[src/rtl/enc_counter24.sv]
module enc_counter24 #(
  parameter int W = 24
) (
  input  logic         clk,
  input  logic         rst_n,
  input  logic         quad_a,
  input  logic         quad_b,
  input  logic         ctl_n,
  input  logic         ld_n,
  input  logic [1:0]   rate,
  input  logic         mode_bcd,
  input  logic         mode_divn,
  input  logic         ctl_is_enable,
  input  logic         ld_is_latch,
  input  logic         preset_wr,
  input  logic [W-1:0] preset_in,
  output logic [W-1:0] count,
  output logic [W-1:0] latch_q,
  output logic         carry,
  output logic         borrow,
  output logic         match
);
  localparam int D = W / 4;
  localparam logic [W-1:0] BIN_TOP = '1;
  localparam logic [W-1:0] BCD_TOP = {D{4'h9}};

  logic [3:0] s1, s2;
  logic a_p, b_p;
  logic [W-1:0] count_q, preset_q;

  always_ff @(posedge clk or negedge rst_n)
    if (!rst_n) begin
      s1 <= 4'b0011;
      s2 <= 4'b0011;
      a_p <= 1'b0;
      b_p <= 1'b0;
    end else begin
      s1 <= {quad_a, quad_b, ctl_n, ld_n};
      s2 <= s1;
      a_p <= s2[3];
      b_p <= s2[2];
    end

  wire a_s = s2[3];
  wire b_s = s2[2];
  wire ctl_s = s2[1];
  wire ld_s = s2[0];

  wire a_ch = a_s ^ a_p;
  wire b_ch = b_s ^ b_p;
  wire legal = a_ch ^ b_ch;
  wire up = b_p ^ a_s;
  wire step = legal && (rate[1] ? 1'b1 : rate[0] ? a_ch : (a_ch && !b_s));
  wire cnt_en = step && (ctl_is_enable ? !ctl_s : 1'b1);
  wire clear = !ctl_is_enable && !ctl_s;
  wire load_pre = !ld_is_latch && !ld_s;

  wire at_top = count_q == (mode_bcd ? BCD_TOP : BIN_TOP);
  wire at_zero = count_q == '0;
  wire wrap_up = cnt_en && up && at_top;
  wire wrap_dn = cnt_en && !up && at_zero;

  function automatic logic [W-1:0] bcd_step(input logic [W-1:0] v, input logic inc);
    logic [W-1:0] r;
    logic c;
    logic [3:0] dg;
    r = '0;
    c = 1'b1;
    for (int i = 0; i < D; i++) begin
      dg = v[4*i +: 4];
      if (!c) r[4*i +: 4] = dg;
      else if (inc) begin
        if (dg >= 4'd9) r[4*i +: 4] = 4'd0;
        else begin r[4*i +: 4] = dg + 4'd1; c = 1'b0; end
      end else begin
        if (dg == 4'd0) r[4*i +: 4] = 4'd9;
        else begin r[4*i +: 4] = dg - 4'd1; c = 1'b0; end
      end
    end
    return r;
  endfunction

  wire [W-1:0] nxt = mode_bcd ? bcd_step(count_q, up) :
                     (up ? count_q + 1'b1 : count_q - 1'b1);

  always_ff @(posedge clk or negedge rst_n)
    if (!rst_n) begin
      count_q <= '0;
      carry <= 1'b0;
      borrow <= 1'b0;
    end else begin
      carry <= !clear && !load_pre && wrap_up;
      borrow <= !clear && !load_pre && wrap_dn;
      if (clear) count_q <= '0;
      else if (load_pre) count_q <= preset_q;
      else if (cnt_en) count_q <= (mode_divn && (wrap_up || wrap_dn)) ? preset_q : nxt;
    end

  always_ff @(posedge clk or negedge rst_n)
    if (!rst_n) begin
      preset_q <= '0;
      latch_q <= '0;
    end else begin
      if (preset_wr) preset_q <= preset_in;
      if (ld_is_latch && !ld_s) latch_q <= count_q;
    end

  assign count = count_q;
  assign match = count_q == preset_q;


  carry_borrow_excl_chk: assert property (@(posedge clk) disable iff (!rst_n)
    !(carry && borrow));


  borrow_from_zero_chk: assert property (@(posedge clk) disable iff (!rst_n)
    borrow |-> $past(count_q) == '0);


  carry_from_top_chk: assert property (@(posedge clk) disable iff (!rst_n)
    carry |-> $past(count_q) == ($past(mode_bcd) ? BCD_TOP : BIN_TOP));


  clear_chk: assert property (@(posedge clk) disable iff (!rst_n)
    (!ctl_is_enable && !ctl_s) |=> count_q == '0);


  load_chk: assert property (@(posedge clk) disable iff (!rst_n)
    ((ctl_is_enable || ctl_s) && !ld_is_latch && !ld_s) |=> count_q == $past(preset_q));


  latch_chk: assert property (@(posedge clk) disable iff (!rst_n)
    (ld_is_latch && !ld_s) |=> latch_q == $past(count_q));
endmodule

[config.mk]
export PLATFORM = sky130hd
export DESIGN_NAME = enc_counter24
export DESIGN_NICKNAME = d
export VERILOG_FILES = /design/src/rtl/enc_counter24.sv
export SDC_FILE = /design/constraint.sdc
export NUM_CORES = 1
export LEC_CHECK = 0
export ABC_CLOCK_PERIOD_IN_PS = 7000
export BUFFER_PORTS_ARGS = -buffer_cell sky130_fd_sc_hd__buf_2
export CAP_MARGIN = 20
export CELL_PAD_IN_SITES_DETAIL_PLACEMENT = 0
export CELL_PAD_IN_SITES_GLOBAL_PLACEMENT = 1
export CORE_ASPECT_RATIO = 1.25
export CORE_UTILIZATION = 40
export CTS_CLUSTER_SIZE = 24
export DETAILED_ROUTE_END_ITERATION = 8
export PLACE_DENSITY = 0.74
export REMOVE_ABC_BUFFERS = 1
export SLEW_MARGIN = 20
export SYNTH_ARGS = -nofsm -noshare
export SYNTH_HDL_FRONTEND = slang
export SYNTH_SLANG_ARGS = --single-unit
[constraint.sdc]
create_clock -name clk -period 7 [get_ports clk]
set_clock_uncertainty 0.05 [all_clocks]
set_input_delay 0.7 -clock clk [delete_from_list [all_inputs] [get_ports clk]]
set_output_delay 0.7 -clock clk [all_outputs]
set_load 0.005 [all_outputs]
# == After elaboration in Yosys (flattened, before gate mapping) ==
# Cells that the tools add are included.
# word_totals
word_cells,133
ff_bits,84
output_inout_bits,51
inputBits,37
# op_classes
bitwise,4
n_eq_ne,7
add_sub_neg,14
muxes,52
order_cmp,6
reduce_logical,36
# op_table
operator,n
$mux W24,6
$mux W4,23
$eq A24 B24 Y1,2
$ne A5 B1 Y1 const B,5
$add A24 B1 Y24 const B,1
$add A4 B1 Y4 const B,6
$ge A4 B4 Y1 const B,6
$logic_not A24 Y1,1
$logic_not A4 Y1,6
$sub A24 B1 Y24 const B,1
$sub A4 B1 Y4 const B,6
$mux W23,1
$mux W1,22
$logic_and A1 B1 Y1,14
$reduce_and A2 Y1,5
$logic_not A1 Y1,8
$xor A1 B1 Y1,4
$reduce_bool A3 Y1,1
$logic_or A1 B1 Y1,1

# == Logic depth before layout (Yosys ltp) ==
# logic_depth
word_depth,14
ltp_mapped,16
ltp_nobuf,11

# == Worst setup path after synthesis ==
# No wires, ideal clock.
# synth_path
path_type,reg-to-reg
startpoint,register s2[3]
endpoint,register count_q[22] (netlist: count[22])
path_stages_with_launch,17
path_slack_ps,2713
n_path_buf,5
setup_time_ps,95
arrival_ps,4142
period_less_slack_ps,4287
t_required_ps,6855
path_cell_list,dfrtp_1 -> xor2_1 -> inv_2 -> clkbuf_1 -> clkbuf_1 -> clkbuf_1 -> buf_1 -> xnor2_1 -> ha_1 -> clkbuf_1 -> nand4_1 -> or4_1 -> a211oi_1 -> o21ai_1 -> or4_1 -> and4_1 -> o31ai_1
# synth_between
elab_chain_cells,14
word_cells_on_any_way,35
cone_classes,eq/ne: 1; mux: 19; bitwise: 3; reduce/logical: 12
# synth_rtl
item,line,text
from (decl),27,"logic [3:0] s1, s2;"
from (signal assigned),34,s2 <= 4'b0011;
from (signal assigned),39,s2 <= s1;
$xor A1 B1 Y1,49,wire a_ch = a_s ^ a_p;
$logic_and A1 B1 Y1,53,wire step = legal && (rate[1] ? 1'b1 : rate[0] ? a_ch : (a_ch && !b_s));
$mux W1 (2 in a row),53,
$logic_and A1 B1 Y1,53,
$logic_and A1 B1 Y1,54,wire cnt_en = step && (ctl_is_enable ? !ctl_s : 1'b1);
"$logic_and A1 B1 Y1, on equally long branches (2 in a row)","60, 61",
$logic_or A1 B1 Y1,96,else if (cnt_en) count_q <= (mode_divn && (wrap_up || wrap_dn)) ? preset_q : nxt;
$logic_and A1 B1 Y1,96,
$mux W24 (2 in a row),96,
$mux W24,95,else if (load_pre) count_q <= preset_q;
$mux W24,94,if (clear) count_q <= '0;
to (signal assigned),95,
to (signal assigned),96,
to (decl),29,"logic [W-1:0] count_q, preset_q;"
# Several ways; a longest one is shown, not always the timed one. The select of a mux whose other input is x is not followed.
# A chain may end at the register's enable or synchronous reset.

# == Worst setup path in the final report ==
# layout_path
startpoint,register count_q[1] (netlist: count[1])
endpoint,register count_q[22] (netlist: count[22])
# layout_between
elab_chain_cells,9
word_cells_on_any_way,25
cone_classes,add/sub: 2; order compare: 1; eq/ne: 2; mux: 13; reduce/logical: 7
# layout_rtl
item
branches (longest 9 deep; another with $sub A24 B1 Y24)
# Several ways; the timed one is not identified. The select of a mux whose other input is x is not followed.

==> impl_metrics.tcl <==
set metrics [dict create \
    status "finished, final reports clean" \
    arrival_ns 3.99 \
    grt_use_met2_pct 47.6 \
    num_rows 51 \
    grt_pass1_vias 6184 \
    rsz0062_at_grt "no" \
    grt_max_degree 74 \
    area_delta_synth_final_pct 12.2 \
    first_iter_violations 339 \
    cp.required_ns 7.20 \
    utilization_pct 46.3 \
    antenna_left 0 \
    met3_usage_pct 4.82 \
    drc_errors 0 \
    end_kind "flip-flop" \
    grt-busiest-layer "met2" \
    power_density_nw_per_um2 403 \
    num_io_pins 88 \
    timing.final.ws_setup_ns 3.21 \
    dpl.hpwl_um 16600 \
    hold_buffers 0 \
    tns_ns 0 \
    fp.coreArea_sq_um 15800 \
    ir_worst_vdd_mv 0.196 \
    fin_cells 1043 \
    ys_top_cells_by_area "dfrtp_1 31%, mux2_2 5.4%, o21ai_0 3.9%" \
    n_antenna_cell 0 \
    cts.path.max_buffers 2 \
    cts_tree "done" \
    syn_area_sq_um 6510 \
    syn_area_per_cell_sq_um 8.20 \
    grt_pass1_wl_um 35900 \
    max_freq_mhz 264 \
    synth_cell_types 72 \
    finalWirelength_um 23700 \
    start_util_pct 41.3 \
    post_drt_wl_per_cell_um 22.7 \
    timing_hold_violations_final 0 \
    synth-edff-count 0 \
    grtUsageTotal_pct 29.0 \
    numCtsBuffers 9 \
    antenna_found_initial 0 \
    syn_inst 794 \
    fin_crit_ns 3.79 \
    setup_violations 0 \
    hold_class "in2async" \
    max_cap_viol_count 0 \
    cts_resized 0 \
    clock-sinks 84 \
    drtPass1Iterations 5 \
    synth_top_cell_area_share_pct 30.8 \
    cts_root_buf "clkbuf_16" \
    post-place-ws_ns 3.15 \
    die-width_um 116 \
    synth_ff_type "dfrtp_1" \
    dp.cells 1027 \
    post-cts-setup-buffer-count 0 \
    yosysSeqAreaShare_pct 32.4 \
    htree_num_levels 3 \
    async_reset_ff_share_pct 100 \
    nets 883 \
    die_h_um 145 \
    portBuffers 87 \
    synth-seq-cells 84 \
    gp_congestion 0.934 \
    grt_util_met1_pct 36.3 \
    tightest_slew_ns 0.982 \
    clock_latency_ns 0.35 \
    vias_per_cell 6.19 \
    cp_max_fo 16 \
    synth_warnings 0 \
    period_share_pct 54.1 \
    fill_cells 1616 \
    die_area_sq_um 16800 \
    synth_top_cell_by_area "dfrtp_1" \
    maxSlewHeadroom_pct 34.5 \
    cts.clk_slew.worst_paths_ns 0.06 \
    total_power_mw 2.94 \
    drive_above_1_share_pct 19.6 \
    cp-start-kind "flip-flop" \
    slew_violations 0 \
    vias 6460 \
    p_leak_nw 3.04 \
    critPathKind "reg2reg" \
    grt-ovfl-total 0 \
]
-- cell usage in the layout, fill, tap and decap left out, drive strengths merged, types with 6 or more instances in the layout --
cell,n
inv,27
xnor2,25
and3,13
or3,8
o311ai,6
nand3,30
nand2b,6
nand2,65
mux2i,8
o22ai,9
o31ai,15
or4,9
nor4,20
a211oi,6
o21ai,76
dfrtp,80
a22oi,6
nand4,20
nor3b,7
clkbuf,11
a21oi,31
xor2,23
nor3,23
buf,95
o211ai,17
ha,20
mux2,31
nor2,59
a31oi,10
-- metrics by stage --
stage | hold WS [ns] | cell area, sq um
5_1_grt | 0.299 | 7300
3_5_place_dp | 0.286 | 7010
2_1_floorplan | 0.281 | 6210
4_1_cts | 0.275 | 7300
3_3_place_gp | 0.282 | 7000
6_report | 0.253 | 7300
-- final timing paths --
check | slack (ns) | endpoint | from | cells past startpoint
max | 3.21 | count[22] | count[1] | 10
min | 0.25 | latch_q[20] | rst_n | 1
max reg2reg | 3.21 | count[22] | count[1] | 10
min reg2reg | 0.30 | s2[2] | s1[2] | 0
max in group asynchronous | 5.66 | count[0] | rst_n | 2
min in group clk | 0.30 | s2[2] | s1[2] | 0
-- worst max-delay path, stage by stage (launching register included) --
cell and delay (ns):
dfrtp_1 0.69, inv_1 0.24, xnor2_1 0.22, ha_1 0.37, nand4_1 0.22, or4_1 0.59, a211oi_1 0.28, o21ai_1 0.16
or4_1 0.45, and4_1 0.20, o31ai_1 0.22
-- cells by family (layout without fill, tap and decap cells) --
family                   Yosys count  after routing  share of synthesized area, %
XOR/XNOR                          48             48                          6.46
adder cells (fa/ha/maj)           20             20                          3.85
AO/OA/AOI/OAI                    218            218                          21.9
multiplexers                      39             39                          6.59
flip-flops                        84             84                          32.4
AND/OR/NAND/NOR                  286            286                          22.8
buffers and inverters             99            136                          6.00
-- layout make-up --
type	count	area, sq um	share of cell area [%]
clock buffers	11	253	3.46
inverters	25	93.8	1.29
well taps	212	265	3.63
flip-flops and latches	84	2110	28.9
multi-input cells	611	4040	55.4
clock inverters	5	42.5	0.583
repair buffers	95	498	6.82
-- flip-flops by register name, indices dropped and copies added (netlist names) --
name / count
a_p: 1
latch_q: 24
b_p: 1
s2: 4
preset_q: 24
s1: 4
carry: 1
borrow: 1
count: 24
-- report_power, final --
| part | total, mW | switching [mW] | internal [mW] | leakage (nW) |
|---|---|---|---|---|
| sequential | 0.964 | 0.351 | 0.613 | 1.04 |
| combinational | 1.50 | 0.892 | 0.611 | 1.86 |
| clock | 0.474 | 0.211 | 0.264 | 0.136 |
-- layer usage --
layer | wire length [um] | vias up
met1 | 9900 | 3155
li1 | - | 3001
met4 | 1090 | 0
met2 | 11500 | 251
met3 | 1210 | 53
met5 | 0 | -
-- synth_stat cells, types with 14 or more instances --
library cell	count
mux2_2	31
o21ai_0	51
inv_1	24
buf_1	14
xor2_1	23
nand2_1	65
nand3_1	30
a21oi_1	31
o31ai_1	15
nand4_1	20
xnor2_1	25
ha_1	20
nor4_1	20
dfrtp_1	80
o211ai_1	17
nor3_1	23
clkbuf_1	55
nor2_1	59
o21ai_1	24
(Power assumes the default switching activity.)
